File: config.mk
export PLATFORM = sky130hd
export DESIGN_NAME = useq_core
export DESIGN_NICKNAME = d
export VERILOG_FILES = /design/src/rtl/useq_pkg.sv /design/src/rtl/useq_store.sv /design/src/rtl/useq_seq.sv /design/src/rtl/useq_strobe.sv /design/src/rtl/useq_drv.sv /design/src/rtl/useq_core.sv
export SDC_FILE = /design/constraint.sdc
export NUM_CORES = 1
export LEC_CHECK = 0
export ABC_AREA = 1
export BUFFER_PORTS_ARGS = -buffer_cell sky130_fd_sc_hd__buf_2
export CAP_MARGIN = 20
export CORE_MARGIN = 4
export CORE_UTILIZATION = 38
export DETAILED_ROUTE_END_ITERATION = 8
export PLACE_DENSITY = 0.64
export SYNTH_ARGS = -nofsm -noshare
export SYNTH_HDL_FRONTEND = slang
export SYNTH_HIERARCHICAL = 1
export SYNTH_SLANG_ARGS = --single-unit
File: constraint.sdc
create_clock -name clk -period 4.55 [get_ports clk]
set_input_delay 0.455 -clock clk [delete_from_list [all_inputs] [get_ports clk]]
set_output_delay 0.455 -clock clk [all_outputs]
set_load 0.02 [all_outputs]
File: src/rtl/useq_pkg.sv
package useq_pkg;

    localparam int ADDR_W   = 4;
    localparam int DATA_W   = 8;
    localparam int OP_W     = 3;
    localparam int CYC_W    = 3;
    localparam int CNT_W    = CYC_W + 1;
    localparam int N_COND   = 2;
    localparam int XFER_CYC = 3;
    localparam int N_STB    = XFER_CYC + 1;

    localparam logic [ADDR_W-1:0] BEGIN_PC = ADDR_W'(0);
    localparam logic [ADDR_W-1:0] END_PC   = ADDR_W'(7);

    typedef enum logic [OP_W-1:0] {
        OP_NOP  = 3'd0,
        OP_JUMP = 3'd1,
        OP_XFER = 3'd2,
        OP_MIX  = 3'd3,
        OP_JC0  = 3'd4,
        OP_JC1  = 3'd5
    } op_e;

    typedef struct packed {
        op_e               op;
        logic [CYC_W-1:0]  last;
        logic [DATA_W-1:0] arg;
    } uword_t;

    function automatic int unsigned last_index(op_e op);
        return (op == OP_XFER) ? XFER_CYC - 1 : 0;
    endfunction

    function automatic uword_t mk_word(op_e op, logic [DATA_W-1:0] arg);
        uword_t w;
        w.op   = op;
        w.last = CYC_W'(1) << last_index(op);
        w.arg  = arg;
        return w;
    endfunction

    function automatic uword_t prog_word(logic [ADDR_W-1:0] a);
        case (a)
            ADDR_W'(0): return mk_word(OP_XFER, DATA_W'(8'h21));
            ADDR_W'(1): return mk_word(OP_MIX,  DATA_W'(8'h0F));
            ADDR_W'(2): return mk_word(OP_JC0,  DATA_W'(5));
            ADDR_W'(3): return mk_word(OP_NOP,  DATA_W'(0));
            ADDR_W'(4): return mk_word(OP_JUMP, DATA_W'(6));
            ADDR_W'(5): return mk_word(OP_MIX,  DATA_W'(8'h50));
            ADDR_W'(6): return mk_word(OP_JC1,  DATA_W'(0));
            ADDR_W'(7): return mk_word(OP_JUMP, DATA_W'(END_PC));
            default:    return mk_word(OP_NOP,  DATA_W'(0));
        endcase
    endfunction

    function automatic logic wants_jump(op_e op, logic [N_COND-1:0] c);
        case (op)
            OP_JUMP: return 1'b1;
            OP_JC0:  return c[0];
            OP_JC1:  return c[1];
            default: return 1'b0;
        endcase
    endfunction

endpackage

File: src/rtl/useq_store.sv
module useq_store
    import useq_pkg::*;
(
    input  logic [ADDR_W-1:0] addr,
    output uword_t            word
);

    always_comb begin
        word = prog_word(addr);
    end

endmodule

File: src/rtl/useq_seq.sv
module useq_seq
    import useq_pkg::*;
(
    input  logic              clk,
    input  logic              rst,
    input  logic              ld_begin,
    input  logic              ld_end,
    input  logic              hold,
    input  logic [N_COND-1:0] cond,
    input  op_e               op,
    input  logic [CYC_W-1:0]  last,
    input  logic [ADDR_W-1:0] target,
    output logic [ADDR_W-1:0] pc,
    output logic [CNT_W-1:0]  cyc
);

    logic [ADDR_W-1:0] pc_q, pc_d;
    logic [CNT_W-1:0]  cyc_q, cyc_d;
    logic              inc_q, jmp_q, bit0_d_q, zero_q;
    logic              take_jump, reload;
    logic [3:0]        upd;

    assign take_jump = jmp_q & bit0_d_q;
    assign upd       = {ld_begin, ld_end, take_jump, inc_q};
    assign reload    = inc_q | take_jump | hold | zero_q;

    always_comb begin
        casez (upd)
            4'b1???: pc_d = BEGIN_PC;
            4'b01??: pc_d = END_PC;
            4'b001?: pc_d = target;
            4'b0001: pc_d = pc_q + ADDR_W'(1);
            default: pc_d = pc_q;
        endcase
    end

    always_comb begin
        if (reload) begin
            cyc_d = CNT_W'(1);
        end else begin
            cyc_d = {cyc_q[CNT_W-2:0], 1'b0};
        end
    end

    always_ff @(posedge clk) begin
        if (rst) begin
            pc_q     <= '1;
            cyc_q    <= '0;
            inc_q    <= 1'b0;
            jmp_q    <= 1'b0;
            bit0_d_q <= 1'b0;
            zero_q   <= 1'b0;
        end else begin
            pc_q     <= pc_d;
            cyc_q    <= cyc_d;
            inc_q    <= (cyc_q == {1'b0, last}) && !hold;
            jmp_q    <= wants_jump(op, cond);
            bit0_d_q <= cyc_q[0] && !hold;
            zero_q   <= (cyc_q == '0);
        end
    end

    assign pc  = pc_q;
    assign cyc = cyc_q;

endmodule

File: src/rtl/useq_strobe.sv
module useq_strobe
    import useq_pkg::*;
(
    input  logic             clk,
    input  logic             rst,
    input  op_e              op,
    input  logic [CNT_W-1:0] cyc,
    output logic [N_STB-1:0] stb
);

    logic [N_STB-1:0] hit;

    for (genvar k = 0; k < XFER_CYC; k++) begin : g_xfer
        assign hit[k] = (op == OP_XFER) && cyc[k];
    end
    assign hit[N_STB-1] = (op == OP_MIX) && cyc[0];

    always_ff @(posedge clk) begin
        if (rst) begin
            stb <= '0;
        end else begin
            stb <= hit;
        end
    end

endmodule

File: src/rtl/useq_drv.sv
module useq_drv
    import useq_pkg::*;
(
    input  logic              clk,
    input  logic              rst,
    input  logic [N_STB-1:0]  stb,
    input  logic [DATA_W-1:0] arg,
    output logic [DATA_W-1:0] val,
    output logic              idle
);

    localparam logic [N_STB-1:0] SEL_LOAD = N_STB'(1);
    localparam logic [N_STB-1:0] SEL_SHL  = N_STB'(2);
    localparam logic [N_STB-1:0] SEL_INC  = N_STB'(4);
    localparam logic [N_STB-1:0] SEL_MIX  = N_STB'(1) << (N_STB - 1);

    always_ff @(posedge clk) begin
        if (rst) begin
            val  <= '0;
            idle <= 1'b1;
        end else begin
            case (stb)
                '0: idle <= 1'b1;
                SEL_LOAD: begin
                    val  <= arg;
                    idle <= 1'b0;
                end
                SEL_SHL: begin
                    val  <= {val[DATA_W-2:0], 1'b0};
                    idle <= 1'b0;
                end
                SEL_INC: begin
                    val  <= val + DATA_W'(1);
                    idle <= 1'b0;
                end
                SEL_MIX: begin
                    val  <= val ^ arg;
                    idle <= 1'b0;
                end
                default: ;
            endcase
        end
    end

endmodule

File: src/rtl/useq_core.sv
module useq_core
    import useq_pkg::*;
(
    input  logic              clk,
    input  logic              rst,
    input  logic              ld_begin_i,
    input  logic              ld_end_i,
    input  logic              start_hold_i,
    input  logic [N_COND-1:0] cond_i,
    output logic [ADDR_W-1:0] pc_o,
    output logic [OP_W-1:0]   opcode_o,
    output logic [CNT_W-1:0]  cycle_o,
    output logic [N_STB-1:0]  strobe_o,
    output logic [DATA_W-1:0] drv_val_o,
    output logic              drv_idle_o
);

    uword_t            word;
    logic [ADDR_W-1:0] pc;
    logic [CNT_W-1:0]  cyc;
    logic [N_STB-1:0]  stb;

    useq_store u_store (
        .addr (pc),
        .word (word)
    );

    useq_seq u_seq (
        .clk      (clk),
        .rst      (rst),
        .ld_begin (ld_begin_i),
        .ld_end   (ld_end_i),
        .hold     (start_hold_i),
        .cond     (cond_i),
        .op       (word.op),
        .last     (word.last),
        .target   (word.arg[ADDR_W-1:0]),
        .pc       (pc),
        .cyc      (cyc)
    );

    useq_strobe u_strobe (
        .clk (clk),
        .rst (rst),
        .op  (word.op),
        .cyc (cyc),
        .stb (stb)
    );

    useq_drv u_drv (
        .clk  (clk),
        .rst  (rst),
        .stb  (stb),
        .arg  (word.arg),
        .val  (drv_val_o),
        .idle (drv_idle_o)
    );

    assign pc_o     = pc;
    assign opcode_o = word.op;
    assign cycle_o  = cyc;
    assign strobe_o = stb;

endmodule

Word level (Yosys, flattened, before mapping)
Memory sizes are Yosys's and may differ from the RTL's. A register that Yosys moved wholly into a read port is not among the register bits.
Cells that the tools add are included.
Cells by class
  muxes and demuxes: 8
  equality and inequality tests: 13
  reductions and logical operators: 14
  add/subtract/negate cells: 2
  bitwise operators: 5
Operators with widths (count)
  case mux 8 bit (4 select lines): 1
  case mux 4 bit (4 select lines): 1
  two-way mux 14 bit: 1
  adder 8 x 1 -> 8 bit (second input constant): 1
  equality test 4 x 1 -> 1 bit (second input constant): 2
  zero test 4 bit: 2
  nonzero test 4 bit: 2
  bitwise XOR 8 bit: 1
  equality test 3 x 1 -> 1 bit (second input constant): 2
  equality test 3 x 2 -> 1 bit (second input constant): 2
  equality test 3 bit (second input constant): 2
  logical AND 1 bit: 6
  two-way mux 3 bit: 2
  adder 4 x 1 -> 4 bit (second input constant): 1
  equality test 4 x 2 -> 1 bit (second input constant): 1
  equality test 4 x 3 -> 1 bit: 1
  equality test 4 x 3 -> 1 bit (second input constant): 1
  equality test 4 bit (second input constant): 1
  OR reduction 4 bit: 1
  OR 1 bit: 3
  case mux 1 bit (3 select lines): 1
  equality test 2 x 1 -> 1 bit (second input constant): 1
  case mux 1 bit (2 select lines): 1
  nonzero test 2 bit: 1
  other kinds (4): 4
Storage, ports and cells
  register bits after elaboration: 25
  memories kept: 1
  logic and storage cells: 53
  input port bits: 7
  output and inout port bits: 24
  ROM bits: 96
Memories
  (name not given): depth 8, bits a word 12, rd ports 1, clocked after memory_dff 1, wr ports 0, RTL line useq_pkg.sv:43  | case (a)

Logic depth before layout (Yosys ltp)
  depth in word-level cells: 5
  depth in mapped cells: 14
  depth with buffers taken out: 13

Modules after synthesis
Netlist, hierarchy kept.
Modules (own cells, without submodules)
  useq_drv: area each 869.6 um^2, cells an instance 156, times used 1, sequential area each 180.2 um^2
  useq_seq: area each 608.1 um^2, cells an instance 84, times used 1, sequential area each 240.2 um^2
  useq_store: area each 226.5 um^2, cells an instance 37, times used 1, sequential area each 0.0 um^2
  useq_strobe: area each 132.6 um^2, cells an instance 16, times used 1, sequential area each 80.1 um^2

Least setup slack after synthesis
OpenSTA, ideal clock, no wires.
  path type: register to output
  from: register u_seq/pc[0] (netlist name)
  to: output port opcode_o[0]
  arrival: 1.395 ns
  buffers on the path: 0
  stages on the path, launching flop included: 4
  required time: 4.095 ns
  path slack: 2.700 ns
  cells stage by stage: dfxtp_1 > ha_1 > inv_1 > a21oi_1
RTL lines
  end, declared: RTL line useq_core.sv:11  | output logic [OP_W-1:0] opcode_o,

==> metrics <==
setup ws final=2.373 ns; WL met3=189 um; Final Hold Fails=0; crit start category=register; drt via density=4.829; Clock power frac=29.9%; DR top layer=met4; Synth area leaders=dfxtp_1 27%, nand2_1 15%, inv_1 8.6%, nor2_1 8.0%, ha_1 4.8%; Post-synth EDFFs=0; clock latency on the worst-skew pair=0.27 ns; first-pass GRT wire length=7638 um; Iter 0 DRT Violations=122; fin crit share=47.85%; post-detail-place hpwl=3276 um; worst path required time=4.09 ns; die area=6010 um2; Setup TNS Final=0 ns; Cell Rows=25; GRT Overall Usage=15.11%; Antenna Cells=0; DIE HEIGHT=77.53 um; fmax=459.3 MHz; clock root buffer=clkbuf_8; Max-cap violations=0; cells after synthesis=293; I/O pins=31; Comb power frac=17.8%; post-CTS setup buffers=0; H-tree depth=1; RSZ-0062 raised after global routing=false; CP arrival=1.72 ns; Max-slew headroom=65.75%; Slew Viols, Final=0; synthesis-to-finish area growth=11.38%; grt total ovfl=0; initial antenna violation count=0; TritonCTS clock tree=done; RD Place Congestion=0.8126; Sw Share=30.82%; most common cell in the netlist=nand2_1; #FFs+latches synth=25; skew final=0.006702 ns; Synth top cells by count=75 x nand2_1, 42 x inv_1, 39 x nor2_1; met2 routed WL=1913 um; share of power burned in registers=52.3%; Remaining DRCs=0; Starting Density=39.15%; routed wire length per instance=11.30 um; IO Port Bufs=30; leakage power total=0.001055 uW; P_sw=142.3 uW; post-route cell area=2046 um2; Seq/Total Area, Yosys=27.25%; pwr dens=225.6 nW/um2; synthesized area=1837 um2; Nets=335; Syn Area/Cell=6.269 um2; Hold WS=0.3825 ns; die span in x=77.53 um; final count of negative-setup-slack endpoints=0; CTS Hold Bufs=0; Sink Count=25; CTS clk-pin slew, worst paths=0.10 ns; M1 wire length=2082 um; Critical Path End Type=output port; CTS Buf Count=3; Worst-Margin Slew=0.5130 ns; Synth top area share=27.25%; Hold Path Class=in2reg; post-route antenna net violation count=0; DRT Pass-1 Iters=4; Synth area leader=dfxtp_1; clk buf depth=2; Netlist cell types=28; placed inst area=1997 um2; proportion of layout cells with a drive suffix above 1=17.81%; min cycle time layout=2.177 ns; Total Power=461.6 uW; core area=4692 um2; pre-CTS WS=2.647 ns; Internal Pwr Total=319.3 uW; vias in the first global route=1748; largest net degree at the start of global routing=16; final WL=4228 um; post-CTS sizing=0; dominant synthesized flop cell=dfxtp_1; worst setup path class=reg2out; async set or reset register ratio after synthesis=0%; worst vdd ir=0.0001505 V; CP max FO=10; total of warnings raised by yosys=6; outcome=finished, final reports clean; vias=1806
stage by stage:
step                instances  utilization [%]
floorplan                 294                -
global placement          370            42.56
detailed placement        370            42.56
CTS                       374            43.60
global route              374            43.60
finish                    374            43.60
cell families (layout without fill, tap and decap cells):
kind of cell | count (synthesis) | after routing | synth area share [%]
other | 1 | 2 | 0.2042
buffers and inverters | 55 | 81 | 12.94
and+or+nand+nor | 170 | 170 | 43.73
xor gates and xnor gates | 7 | 7 | 3.338
AOI/OAI and AO/OA | 28 | 28 | 7.766
adders and majority gates | 7 | 7 | 4.768
DFF | 25 | 25 | 27.25
power by group through the flow:
stage,Clock [uW],Sequential (uW),Combinational (uW)
CTS,146,242,82.7
finish,138,242,82.0
floorplan,0,249,58.8
global route,156,244,93.6
detailed placement,0,247,82.2
global placement,0,246,81.4
cells in the final DEF (no fill, tap or decap), drive strengths merged:
cell type / instances
or2: 1
o21ai: 15
ha: 7
o211ai: 1
buf: 30
inv: 47
xnor2: 5
nand4: 11
xor2: 2
clkinvlp: 1
nand3: 21
clkbuf: 3
a21oi: 12
conb: 2
dfxtp: 25
nand3b: 2
nor3: 6
nand2: 81
nor3b: 1
nor2: 47
registers in the layout, summed over array words and instances (netlist names):
signal	flops
u_drv/idle	1
u_drv/val	8
u_seq/bit0_d_q	1
u_seq/cyc	4
u_seq/inc_q	1
u_seq/jmp_q	1
u_seq/pc	4
u_seq/zero_q	1
u_strobe/stb	4
final cells by class:
cell class,count,area [um2]
fill,525,2646
multi-input combinational,214,1102
sequential,25,500.5
inverter,47,176.4
timing repair buffer,30,150.1
tap,54,67.56
clock buffer,3,41.29
clock inverter,1,7.507
per-layer routing:
metal / GRT usage, % / up-vias
li1: - / 972
met1: 19.43 / 797
met2: 26.25 / 33
met3: 2.668 / 4
met4: 3.381 / 0
met5: 0 / -
worst max-delay path: stages (launching register included):
cell     delay, ns
dfxtp_1       0.53
ha_1          0.28
inv_1         0.07
a21oi_1       0.33
buf_2         0.24
worst paths after layout:
kind	to	slack, ns	start	cells past startpoint
worst min-delay path	u_seq/bit0_d_q	0.38	start_hold_i	2
worst max-delay path	opcode_o[0]	2.37	u_seq/pc[0]	4
worst max register to register	u_drv/val[1]	2.62	u_seq/pc[0]	11
worst min register to register	u_seq/zero_q	0.48	u_seq/cyc[3]	1
Power figures use the tool's default switching activity.
